[config.mk]
export PLATFORM = sky130hd
export DESIGN_NAME = sig_retry_ctrl
export DESIGN_NICKNAME = d
export VERILOG_FILES = /design/src/rtl/sigchk_pkg.sv /design/src/rtl/sig_retry_ctrl.sv
export SDC_FILE = /design/constraint.sdc
export NUM_CORES = 1
export LEC_CHECK = 0
export ABC_AREA = 1
export BUFFER_PORTS_ARGS = -buffer_cell sky130_fd_sc_hd__buf_2
export CORE_MARGIN = 1
export CORE_UTILIZATION = 40
export DETAILED_ROUTE_END_ITERATION = 10
export GPL_TIMING_DRIVEN = 1
export HOLD_SLACK_MARGIN = 0.02
export PLACE_DENSITY = 0.68
export RECOVER_POWER = 50
export SETUP_SLACK_MARGIN = 0.2
export SLEW_MARGIN = 5
export SYNTH_ARGS = -nofsm -noshare
export SYNTH_HDL_FRONTEND = slang
export SYNTH_SLANG_ARGS = --single-unit
[constraint.sdc]
create_clock -name clk -period 1.84 [get_ports clk]
set_input_delay 0.276 -clock clk [delete_from_list [all_inputs] [get_ports clk]]
set_output_delay 0.276 -clock clk [all_outputs]
set_load 0.05 [all_outputs]
[src/rtl/sigchk_pkg.sv]
package sigchk_pkg;

    typedef enum logic [1:0] {
        PH_SKIP = 2'd0,
        PH_FILL = 2'd1,
        PH_WIN  = 2'd2
    } phase_e;

    typedef struct packed {
        logic fin;
        logic ok;
    } verdict_t;

    function automatic logic [3:0] zero_bits(input logic [7:0] b);
        logic [3:0] n;
        n = 4'd0;
        for (int i = 0; i < 8; i++) begin
            if (!b[i]) n = n + 4'd1;
        end
        return n;
    endfunction

    function automatic logic [7:0] fill_value(input logic clk_mode);
        return clk_mode ? 8'h00 : 8'hFF;
    endfunction

endpackage

[src/rtl/sig_retry_ctrl.sv]
module sig_retry_ctrl
    import sigchk_pkg::*;
#(
    parameter int MAX_TRIES   = 5,
    parameter int FIRST_TRACK = 7,
    parameter int LAST_TRACK  = 10,
    localparam int TRK_W = $clog2(LAST_TRACK + 1),
    localparam int TRY_W = $clog2(MAX_TRIES)
) (
    input  logic             clk,
    input  logic             rst,
    input  logic             start,
    input  logic             mode_in,
    input  verdict_t         verdict,
    output logic             busy,
    output logic [7:0]       fill,
    output logic             done,
    output logic             pass,
    output logic             fail,
    output logic [TRK_W-1:0] track_no,
    output logic [TRY_W-1:0] try_no
);
    logic clk_mode;

    assign fill = fill_value(clk_mode);

    always_ff @(posedge clk) begin
        if (rst || start) begin
            busy     <= start;
            done     <= 1'b0;
            pass     <= 1'b0;
            fail     <= 1'b0;
            track_no <= TRK_W'(FIRST_TRACK);
            try_no   <= '0;
            clk_mode <= rst ? 1'b0 : mode_in;
        end else if (busy && verdict.fin) begin
            if (verdict.ok) begin
                busy <= 1'b0;
                done <= 1'b1;
                pass <= 1'b1;
            end else if (try_no == TRY_W'(MAX_TRIES - 1)) begin
                try_no <= '0;
                if (track_no == TRK_W'(LAST_TRACK)) begin
                    busy <= 1'b0;
                    done <= 1'b1;
                    fail <= 1'b1;
                end else begin
                    track_no <= track_no + TRK_W'(1);
                end
            end else begin
                try_no <= try_no + TRY_W'(1);
            end
        end
    end

    assert_exclusive_R10: assert property (@(posedge clk) disable iff (rst)
        !(pass && fail));

    assert_done_match_R10: assert property (@(posedge clk) disable iff (rst)
        done == (pass || fail));

    assert_hold_R8: assert property (@(posedge clk) disable iff (rst)
        (done && !start) |=> (done && $stable(pass) && $stable(fail)
                              && $stable(track_no) && $stable(try_no)));

    assert_track_range_R6: assert property (@(posedge clk) disable iff (rst)
        (int'(track_no) >= FIRST_TRACK) && (int'(track_no) <= LAST_TRACK));

    assert_try_range_R6: assert property (@(posedge clk) disable iff (rst)
        int'(try_no) < MAX_TRIES);

    assert_fail_at_end_R7: assert property (@(posedge clk) disable iff (rst)
        $rose(fail) |-> (int'(track_no) == LAST_TRACK) && (try_no == '0));

endmodule

==> results.md, run 1 <==
- Max-Cap Viols: 0
- Syn_nets: between 90 and 100
- Commonest non-fill, non-tap cell in the layout: nand2_1
- Sw Ratio: approximately 33%
- Slowest stage delay, CP: 0.49 ns
- Initial antenna violation count: 0
- Setup TNS: 0 ns
- Leak: slightly above 0.4 nW
- Later-pin clock latency in the skew report: between 0.2 and 0.3 ns
- First-pass GRT wire length: between 2000 and 2500 um
- CP Cell Sequence: clkbuf_1
- Critical Path End Type: primary output
- Max Clk Rate: 0.691 GHz
- TritonCTS Sinks: 12
- Hold_buf cts: 0
- Worst Clk Skew: slightly below 0.003 ns
- Core Footprint: ~1600 um2
- Placer Congestion: between 0.7 and 0.8
- First-pass iteration count of the detailed router: 6
- Routed WL: around 1200 um
- Crit-path slowest cell: clkbuf_1
- Vias in the first global route: slightly below 500
- Hpwl dp: 951 um
- Hold slack: about 0.22 ns
- I/O Buffers: 24
- Share of power burned in registers: between 40% and 50%
- Initial core utilization: approximately 45%
- Internal Power: around 370 uW
- I/O pins: 25
- Longest Clk Path Bufs: 2
- Gr ovfl total: 0
- # resized after CTS: 0
- Root buf cell: clkbuf_4
- Drt wl/cell: about 10 um
- Status: finished clean
- Synth unique cells: 23
- Post-layout nets: 116
- Hold WC Path Type: input port to flip-flop
- Post-synthesis sequential area ratio: between 30% and 40%
- Final hold vios: 0
- Share of layout cells above drive strength 1: around 28%
- Sw Pwr: 186 uW
- Residual DRC: 0
- Routed via count: between 500 and 600
- Post-Synthesis Cells: 85
- Worst-Margin Slew: approximately 0.59 ns
- Die Area: ~1900 um2
- Die Ht: 44.1 um
- CP required: 1.56 ns
- Arrival time at the worst endpoint: roughly 1.2 ns
- Most frequent cells in the layout: nand2_1 (16), buf_2 (15), inv_1 (13)
- CTS Buf Count: 3
- Iteration-0 DRC count of the detailed router: 9
- Ys Warns: 0
- RSZ-0062 raised after global routing: false
- Diode count: 0
- Slew Limit Fails: 0
- H-tree depth: 1
- Rows: 14
- TritonCTS clock tree: yes
- WP buf/inv: 1
- GRT Total Usage: 14.2%
- Cell family with most CP delay: buffers and inverters
- PD cells: ~700 nW/um2
- Worst vdd ir: approximately 0.43 mV
- Final min period: 1.45 ns
- Final period util: between 70% and 80%
- P&R area growth vs syn: 12.9%
- Routed vias/inst: 4.64
- Reg clk slew, reported paths: around 0.08 ns
- Largest net degree at the start of global routing: 9
- Crit path kind: flip-flop to primary output
- Post-Syn Area: about 710 um2
- Die X: about 44 um
- Post-CTS setup buffers: 0
- Startpoint Class: flip-flop
- Seq cells post-synth: 12
- Clk pwr share: just under 30%
- CP Max Fanout: 6
- Rel. slew slack: about three fifths
- Combinational Power Share: a little over a fifth
- Synth Area per Inst: roughly 8.3 um2
- Final Setup Violations: 0
- Antenna viol nets, final: 0
-- metrics by stage --
stage	instance area, um2	worst slack (ns)	std cells	utilization [%]	total power, mW
final	801	0.394	121	50.8	0.558
after global routing	801	0.353	121	50.8	0.583
after CTS	820	0.495	121	52.0	0.566
after detailed placement	793	0.528	117	50.3	0.402
after global placement	793	0.590	117	50.3	0.401
after floorplan	709	0.209	85	-	0.393
-- cells in the mapped netlist --
cell type,number,area (um2)
nand2_1,15,56.3
inv_1,13,48.8
dfxtp_1,10,200
nand3_1,8,40.0
buf_4,7,52.6
a21oi_1,5,25.0
ha_1,4,50.1
nand2_2,3,18.8
edfxtp_1,2,60.1
nor2_1,2,7.51
nor2_2,2,12.5
nor2_8,2,40.0
xor2_1,2,17.5
a21oi_2,1,8.76
clkbuf_1,1,3.75
clkinv_2,1,5.00
inv_2,1,3.75
inv_6,1,8.76
nand2_4,1,11.3
nand3_2,1,10.0
nand3_4,1,17.5
nand4_1,1,6.26
o21ai_0,1,5.00
-- kinds of logic after synthesis --
logic type / synth area share [%]
adder cells (fa/ha/maj): 7.05
flip-flops: 36.7
XOR/XNOR: 2.47
AO/OA/AOI/OAI: 5.47
buffers and inverters: 17.3
AND/OR/NAND/NOR: 31.0
-- final timing paths --
kind	start	end	slack (ns)	depth (start not counted)
worst max-delay path	track_no[0]	track_no[0]	0.39	1
worst min-delay path	start	busy	0.22	1
worst max register to register	track_no[1]	busy	0.49	5
worst min register to register	pass	pass	0.45	2
-- metal layers --
| layer | track usage, % | vias up | wire length, um |
|---|---|---|---|
| met5 | 0 | - | 0 |
| met4 | 3.64 | 0 | 4 |
| met3 | 3.67 | 2 | 54 |
| met2 | 24.7 | 19 | 569 |
| li1 | - | 297 | - |
| met1 | 17.2 | 243 | 594 |
-- state kept, by name, indices dropped and copies added (netlist names) --
signal    cells
track_no      4
try_no        3
busy          1
clk_mode      1
done          1
fail          1
pass          1
-- layout make-up --
class,count,area (um2)
Clock buffer,3,22.5
Timing Repair Buffer,24,109
Clock inverter,1,3.75
Sequential cell,12,260
Fill cell,165,776
Multi-Input combinational cell,49,319
Inverter,16,66.3
Tap cell,16,20.0
-- power groups by stage --
stage / sequential (mW) / combinational [mW] / clock [mW]
2_1_floorplan: 0.292 / 0.101 / 0
3_3_place_gp: 0.280 / 0.121 / 0
3_5_place_dp: 0.281 / 0.122 / 0
4_1_cts: 0.275 / 0.122 / 0.169
5_1_grt: 0.275 / 0.125 / 0.182
6_report: 0.275 / 0.119 / 0.164
Power figures use the tool's default switching activity.
==> inputs of run 2 (changes only) <==
ABC_AREA = 0   (was 1)
PLACE_DENSITY = 0.71   (was 0.68)
clock period = 1.3 ns   (was 1.84 ns; I/O delays follow)
==> run 2 against run 1 <==
  * The run now ends with negative setup slack left
  * Setup slack got worse by 0.53 ns
  * Combinational power grew to 2.6 times the previous value
  * Die area down 4.1%
  * Synthesized area decreased by 4.2%
  * Global-route usage up 6.9 points
  * First-iteration DRC count rose to 3.0 times the previous value
  * Core utilization up 35 points
==> results.md, run 2 <==
- Top flop regs: track_no x4, try_no x3
- Routed length on met3: roughly 140 um
- Largest Register: track_no
- Internal Power: roughly 700 uW
- Post-synthesis adder-cell area fraction: 7.37%
- Final hold vios: 0
- Initial core utilization: ~44%
- Routed WL: approximately 2500 um
- Die X: 43.2 um
- Worst vdd ir: a little over 0.6 mV
- Hpwl dp: between 1000 and 1500 um
- Worst-Margin Slew: about 0.3 ns
- Final Setup Violations: 16
- Area of the multi-input gates: 400 um2
- TritonCTS clock tree: yes
- TritonCTS Sinks: 12
- Synth Area per Inst: 9.18 um2
- Largest net degree at the start of global routing: 10
- Synth Area in XOR/XNOR: 0%
- Commonest non-fill, non-tap cell in the layout: buf_6
- Residual DRC: 0
- Crit-path slowest cell: or4_4
- DR top layer: met4
- Overall Power: ~1.0 mW
- Placer Congestion: between 0.7 and 0.8
- Final Util: approximately 86%
- Crit path kind: flip-flop to flip-flop
- Routed vias/inst: 5.60
- CTS Buf Count: 3
- Post-synthesis sequential area ratio: 38.3%
- Max reg flops: 4
- Main synth FF type: dfxtp_1
- First-pass iteration count of the detailed router: 4
- Vias in the first global route: around 670
- Worst Clk Skew: between 0.01 and 0.015 ns
- Worst R2R Start: track_no[0]
- Die Ht: 43.2 um
- Fillers: 75
- WP buf/inv: 1
- Diode count: 0
- Post-synthesis simple-gate area fraction: about 22%
- Synth unique cells: 28
- Ys Warns: 0
- Final Non-Filler Cells: 137
- I/O pins: 25
- Final min period: between 1 and 1.5 ns
- Count leader, synth: dfxtp_1
- Rows: 14
- Largest family of logic cells by synthesized area: simple AND/OR/NAND/NOR gates
- Compound-Gate Fraction of Synth Area: 16.4%
- Largest cells by area after synthesis: dfxtp_1 (29%), buf_4 (8.8%), edfxtp_1 (8.8%)
- Longest Clk Path Bufs: 2
- Final worst slack: -0.136 ns
- Die Area: about 1900 um2
- Yosys top cell by area: dfxtp_1
- Core Footprint: between 1500 and 2000 um2
- CP Max Fanout: 6
- Placed instance area: approximately 860 um2
- H-tree depth: 1
- PD cells: 760 nW/um2
- Placed cell count: 116
- Seq cells post-synth: 12
- Final period util: 110%
- Initial antenna violation count: 0
- Most frequent cells in the layout: buf_6 (27), buf_8 (10), buf_4 (8)
- Max Clk Rate: roughly 0.7 GHz
- Iteration-0 DRC count of the detailed router: 27
- DR WL met2: 1410 um
- Cell area after layout: approximately 1300 um2
- Post-synth top cells: dfxtp_1 (10), buf_4 (8), inv_1 (6)
- I/O Buffers: 24
- CP Cell Sequence: inv_2 -> ha_4 -> and3b_2 -> or4_4 -> nand3_2
- Antenna viol nets, final: 0
- Top cell type's share of synthesized area: between 20 and 30%
- Worst Hold Launch: start
- Share of power burned in registers: between 30% and 40%
- P&R area growth vs syn: 94.5%
- Place WS: -0.159 ns
- Leak: roughly 0.57 nW
- Combinational Power Share: about 31%
- Max-Cap Viols: 0
- Rel. slew slack: between 70% and 80%
- Clk pwr share: a little over 30%
- Slew Limit Fails: 0
- Post-Syn Area: between 600 and 700 um2
- Root buf cell: clkbuf_4
- CP required: about 1.5 ns
- Syn_nets: 84
- Drt wl/cell: around 18 um
- Post-Synthesis Cells: 74
- Post-synth ARST share: 0%
- Arrival time at the worst endpoint: roughly 1.6 ns
- Violated checks: negative setup slack
- Routed via count: ~770
- GRT Total Usage: roughly a fifth
- RSZ-0062 raised after global routing: true
- Share of layout cells above drive strength 1: 66.9%
- Slowest stage delay, CP: ~0.50 ns
- Post-layout nets: about 130
- Mux share of post-synthesis cell area: under 10%
- First-pass GRT wire length: around 2900 um
- Gr ovfl total: 0
- Hold WC Path Type: input port to flip-flop
- Cell family with most CP delay: simple AND/OR/NAND/NOR gates
- Status: complete, but fails checks
- Sw Pwr: ~320 uW
- Reg clk slew, reported paths: around 0.090 ns
- Critical Path End Type: flip-flop
- WL met1: 946 um
- CP startpoint: track_no[0]
- Startpoint Class: flip-flop
- Sw Ratio: a little under a third
- Sequential Area: around 280 um2
- EDFF count, synth: 2
- Later-pin clock latency in the skew report: roughly 0.27 ns
==> run 2: changes by cell type in the layout (fill, tap and decap cells not counted), moves of 6 or more <==
cell,delta
buf_6,+27
nand2_1,-12
inv_1,-11
buf_8,+10
clkbuf_1,-9
buf_2,-8
buf_4,+8
nand3_1,-8
dfxtp_1,-6
==> run 2: per-layer routing <==
layer / track usage, % / vias up
li1: - / 354
met1: 24.5 / 373
met2: 38.5 / 36
met3: 3.83 / 4
met4: 6.06 / 0
met5: 0 / -
==> run 2: metrics by stage <==
| stage | hold slack (ns) | TNS (ns) |
|---|---|---|
| floorplan | 0.332 | -1.71 |
| finish | 0.139 | -1.24 |
| detailed placement | 0.408 | -0.512 |
| CTS | 0.126 | -0.595 |
| global route | 0.134 | -2.00 |
| global placement | 0.409 | -0.330 |
==> run 2: repair_timing <==
item / 4_1_cts / 5_1_grt
setup buffers: 13 / 4
setup endpoints to repair: 26 / 26
hold buffers: 0 / 0
gates resized for setup: 58 / 22
pin swaps: 18 / 11
==> run 2: power groups by stage <==
stage | clock (mW) | sequential, mW | combinational, mW
6_report | 0.303 | 0.388 | 0.314
5_1_grt | 0.328 | 0.388 | 0.322
4_1_cts | 0.303 | 0.387 | 0.264
3_5_place_dp | 0 | 0.395 | 0.184
3_3_place_gp | 0 | 0.395 | 0.182
2_1_floorplan | 0 | 0.412 | 0.158
==> run 2: layout make-up <==
class / instances / share of cell area [%]
Clock buffer: 4 / 2.75
Inverter: 7 / 2.46
Timing Repair Buffer: 53 / 42.1
Sequential cell: 12 / 20.8
Multi-Input combinational cell: 45 / 30.3
Tap cell: 16 / 1.52
==> run 2: final timing paths <==
check	to	slack, ns	depth (start not counted)
max	track_no[0]	-0.14	5
min reg2reg	fail	0.48	2
min	busy	0.14	1
max reg2reg	track_no[0]	-0.14	5
==> run 2: logic make-up (layout without fill, tap and decap cells) <==
group                      Yosys count  count (layout)
DFF                                 12              12
adders and majority gates            4               4
and+or+nand+nor                     23              23
buffers and inverters               17              64
muxes                                1               1
AOI/OAI and AO/OA                   17              17
==> inputs of run 3 (changes only) <==
BUFFER_PORTS_ARGS = -buffer_cell sky130_fd_sc_hd__buf_4   (was -buffer_cell sky130_fd_sc_hd__buf_2)
==> run 3 against run 2 <==
  * The flow still finishes with violations (negative setup slack)
  * Combinational power shrank 20%
  * Core utilization shrank 6.4 points
  * Non-clock buffer count shrank 8
  * Critical path depth grew 1
  * Sequential share of layout area grew 2.1 points
  * Sequential power shrank 1%
  * Worst hold slack gained 0.014 ns
==> results.md, run 3 (same netlist as run 2, synthesis figures left out) <==
- Status: complete, but fails checks
- Violated checks: negative setup slack
- First-pass GRT wire length: roughly 2800 um
- Slew Limit Fails: 0
- Residual DRC: 0
- Combinational Power Share: 28.3%
- Top flop regs: track_no x4, try_no x3
- Max-Cap Viols: 0
- H-tree depth: 1
- Internal Power: between 500 and 600 uW
- Clk pwr share: between 20 and 30%
- Fillers: 90
- Placer Congestion: between 0.6 and 0.7
- CP Cell Sequence: inv_4 -> ha_4 -> and3b_2 -> buf_6 -> a31oi_1 -> o21ai_1
- CP Max Fanout: 5
- CTS Buf Count: 3
- GRT Total Usage: ~20%
- First-pass iteration count of the detailed router: 4
- Root buf cell: clkbuf_4
- Cell family with most CP delay: flip-flops
- Final worst slack: -0.115 ns
- Longest Clk Path Bufs: 2
- FF-to-FF setup slack: -0.11 ns
- TritonCTS clock tree: yes
- Hold path endpoint: busy
- Worst Reg2Reg Path Length in Cells: 6
- Overall Power: 890 uW
- Share of layout cells above drive strength 1: between 60% and 70%
- Place WS: -0.151 ns
- Crit path kind: flip-flop to flip-flop
- Hold_buf cts: 0
- Critical Path End Type: flip-flop
- Rows: 14
- RSZ-0062 raised after global routing: true
- Worst R2R Start: track_no[0]
- Initial core utilization: between 40% and 50%
- Routed WL: 1990 um
- CP required: 1.30 ns
- Later-pin clock latency in the skew report: around 0.29 ns
- Largest Register: track_no
- Share of power burned in registers: a little over two fifths
- Vias in the first global route: around 640
- Most Used Layer, Global Route: met2
- Commonest non-fill, non-tap cell in the layout: buf_6
- Core Footprint: roughly 1500 um2
- P&R area growth vs syn: 79.9%
- Post-layout nets: between 100 and 150
- TritonCTS Sinks: 12
- GR Util met2: approximately 34%
- Final hold vios: 0
- Slowest stage delay, CP: about 0.36 ns
- Gr ovfl total: 0
- Iteration-0 DRC count of the detailed router: 14
- Worst-Margin Slew: ~0.32 ns
- Leak: 0.509 nW
- Routed via count: 699
- Placed instance area: roughly 900 um2
- WP buf/inv: 2
- CP Depth: 6
- Arrival time at the worst endpoint: between 1 and 1.5 ns
- Hold WC Path Type: input port to flip-flop
- Reg clk slew, reported paths: ~0.080 ns
- FF-to-FF End: busy
- Hold-critical path depth: 1
- Met1 usage: between 20% and 30%
- Die Ht: around 43 um
- Final period util: 109%
- Drt wl/cell: 15.4 um
- Diode count: 0
- Initial antenna violation count: 0
- Startpoint Class: flip-flop
- Met3 usage: a little under 3%
- Hpwl dp: around 1100 um
- Max reg flops: 4
- Die X: between 40 and 50 um
- Cell area after layout: 1220 um2
- Routed vias/inst: ~5.4
- Crit-path slowest cell: dfxtp_4
- Antenna viol nets, final: 0
- Final min period: between 1 and 1.5 ns
- Largest net degree at the start of global routing: 13
- I/O Buffers: 24
- Worst vdd ir: about 0.52 mV
- Final Setup Violations: 8
- PD cells: ~730 nW/um2
- Worst Hold Launch: start
- Worst Clk Skew: roughly 0.011 ns
- Die Area: 1870 um2
- Sw Ratio: 34.0%
- Rel. slew slack: around 79%
- Most frequent cells in the layout: buf_6 (18), buf_4 (14), buf_8 (7)
- Max Clk Rate: approximately 0.71 GHz
- Sw Pwr: slightly above 300 uW
- I/O pins: 25
run 3: worst max path at each step:
stage / start / to / slack, ns
2_1_floorplan: busy / track_no[3] / -0.32
3_3_place_gp: track_no[0] / track_no[0] / -0.15
3_5_place_dp: track_no[0] / track_no[0] / -0.15
4_1_cts: track_no[0] / track_no[0] / -0.14
5_1_grt: track_no[0] / busy / -0.19
6_report: track_no[0] / busy / -0.11
run 3: repair_timing:
action | 4_1_cts | 5_1_grt
pin swaps | 7 | 13
setup endpoints to repair | 26 | 27
buffers inserted | 4 | 5
resized for setup | 31 | 27
cloned | 0 | 0
run 3: power groups by stage:
| stage | Sequential (mW) | Combinational, mW | Clock, mW |
|---|---|---|---|
| floorplan | 0.412 | 0.158 | 0 |
| global placement | 0.395 | 0.203 | 0 |
| detailed placement | 0.395 | 0.205 | 0 |
| CTS | 0.387 | 0.240 | 0.261 |
| global route | 0.384 | 0.260 | 0.275 |
| finish | 0.383 | 0.252 | 0.255 |
run 3: metal layers:
layer / part of all wire, % / wire [um] / up-vias
met3: 5.5 / 110 / 3
li1: - / - / 335
met4: 1.6 / 32 / 0
met1: 42 / 833 / 331
met2: 51 / 1010 / 30
met5: 0 / 0 / -
run 3: per-stage QoR:
stage | instances | utilization [%] | hold slack (ns) | setup TNS [ns]
after floorplan | 74 | - | 0.332 | -1.71
after global placement | 116 | 59.9 | 0.398 | -0.403
after detailed placement | 116 | 59.9 | 0.396 | -0.501
after CTS | 124 | 71.3 | 0.0959 | -0.644
after global routing | 129 | 79.3 | 0.158 | -1.30
final | 129 | 79.3 | 0.153 | -0.450
run 3: final cells by class:
| type | count | area, um2 | area share [%] |
|---|---|---|---|
| tap | 16 | 20.0 | 1.64 |
| sequential | 12 | 280 | 22.9 |
| inverter | 7 | 35.0 | 2.87 |
| clock buffer | 4 | 26.3 | 2.15 |
| multi-input combinational | 45 | 417 | 34.1 |
| timing repair buffer | 45 | 444 | 36.3 |
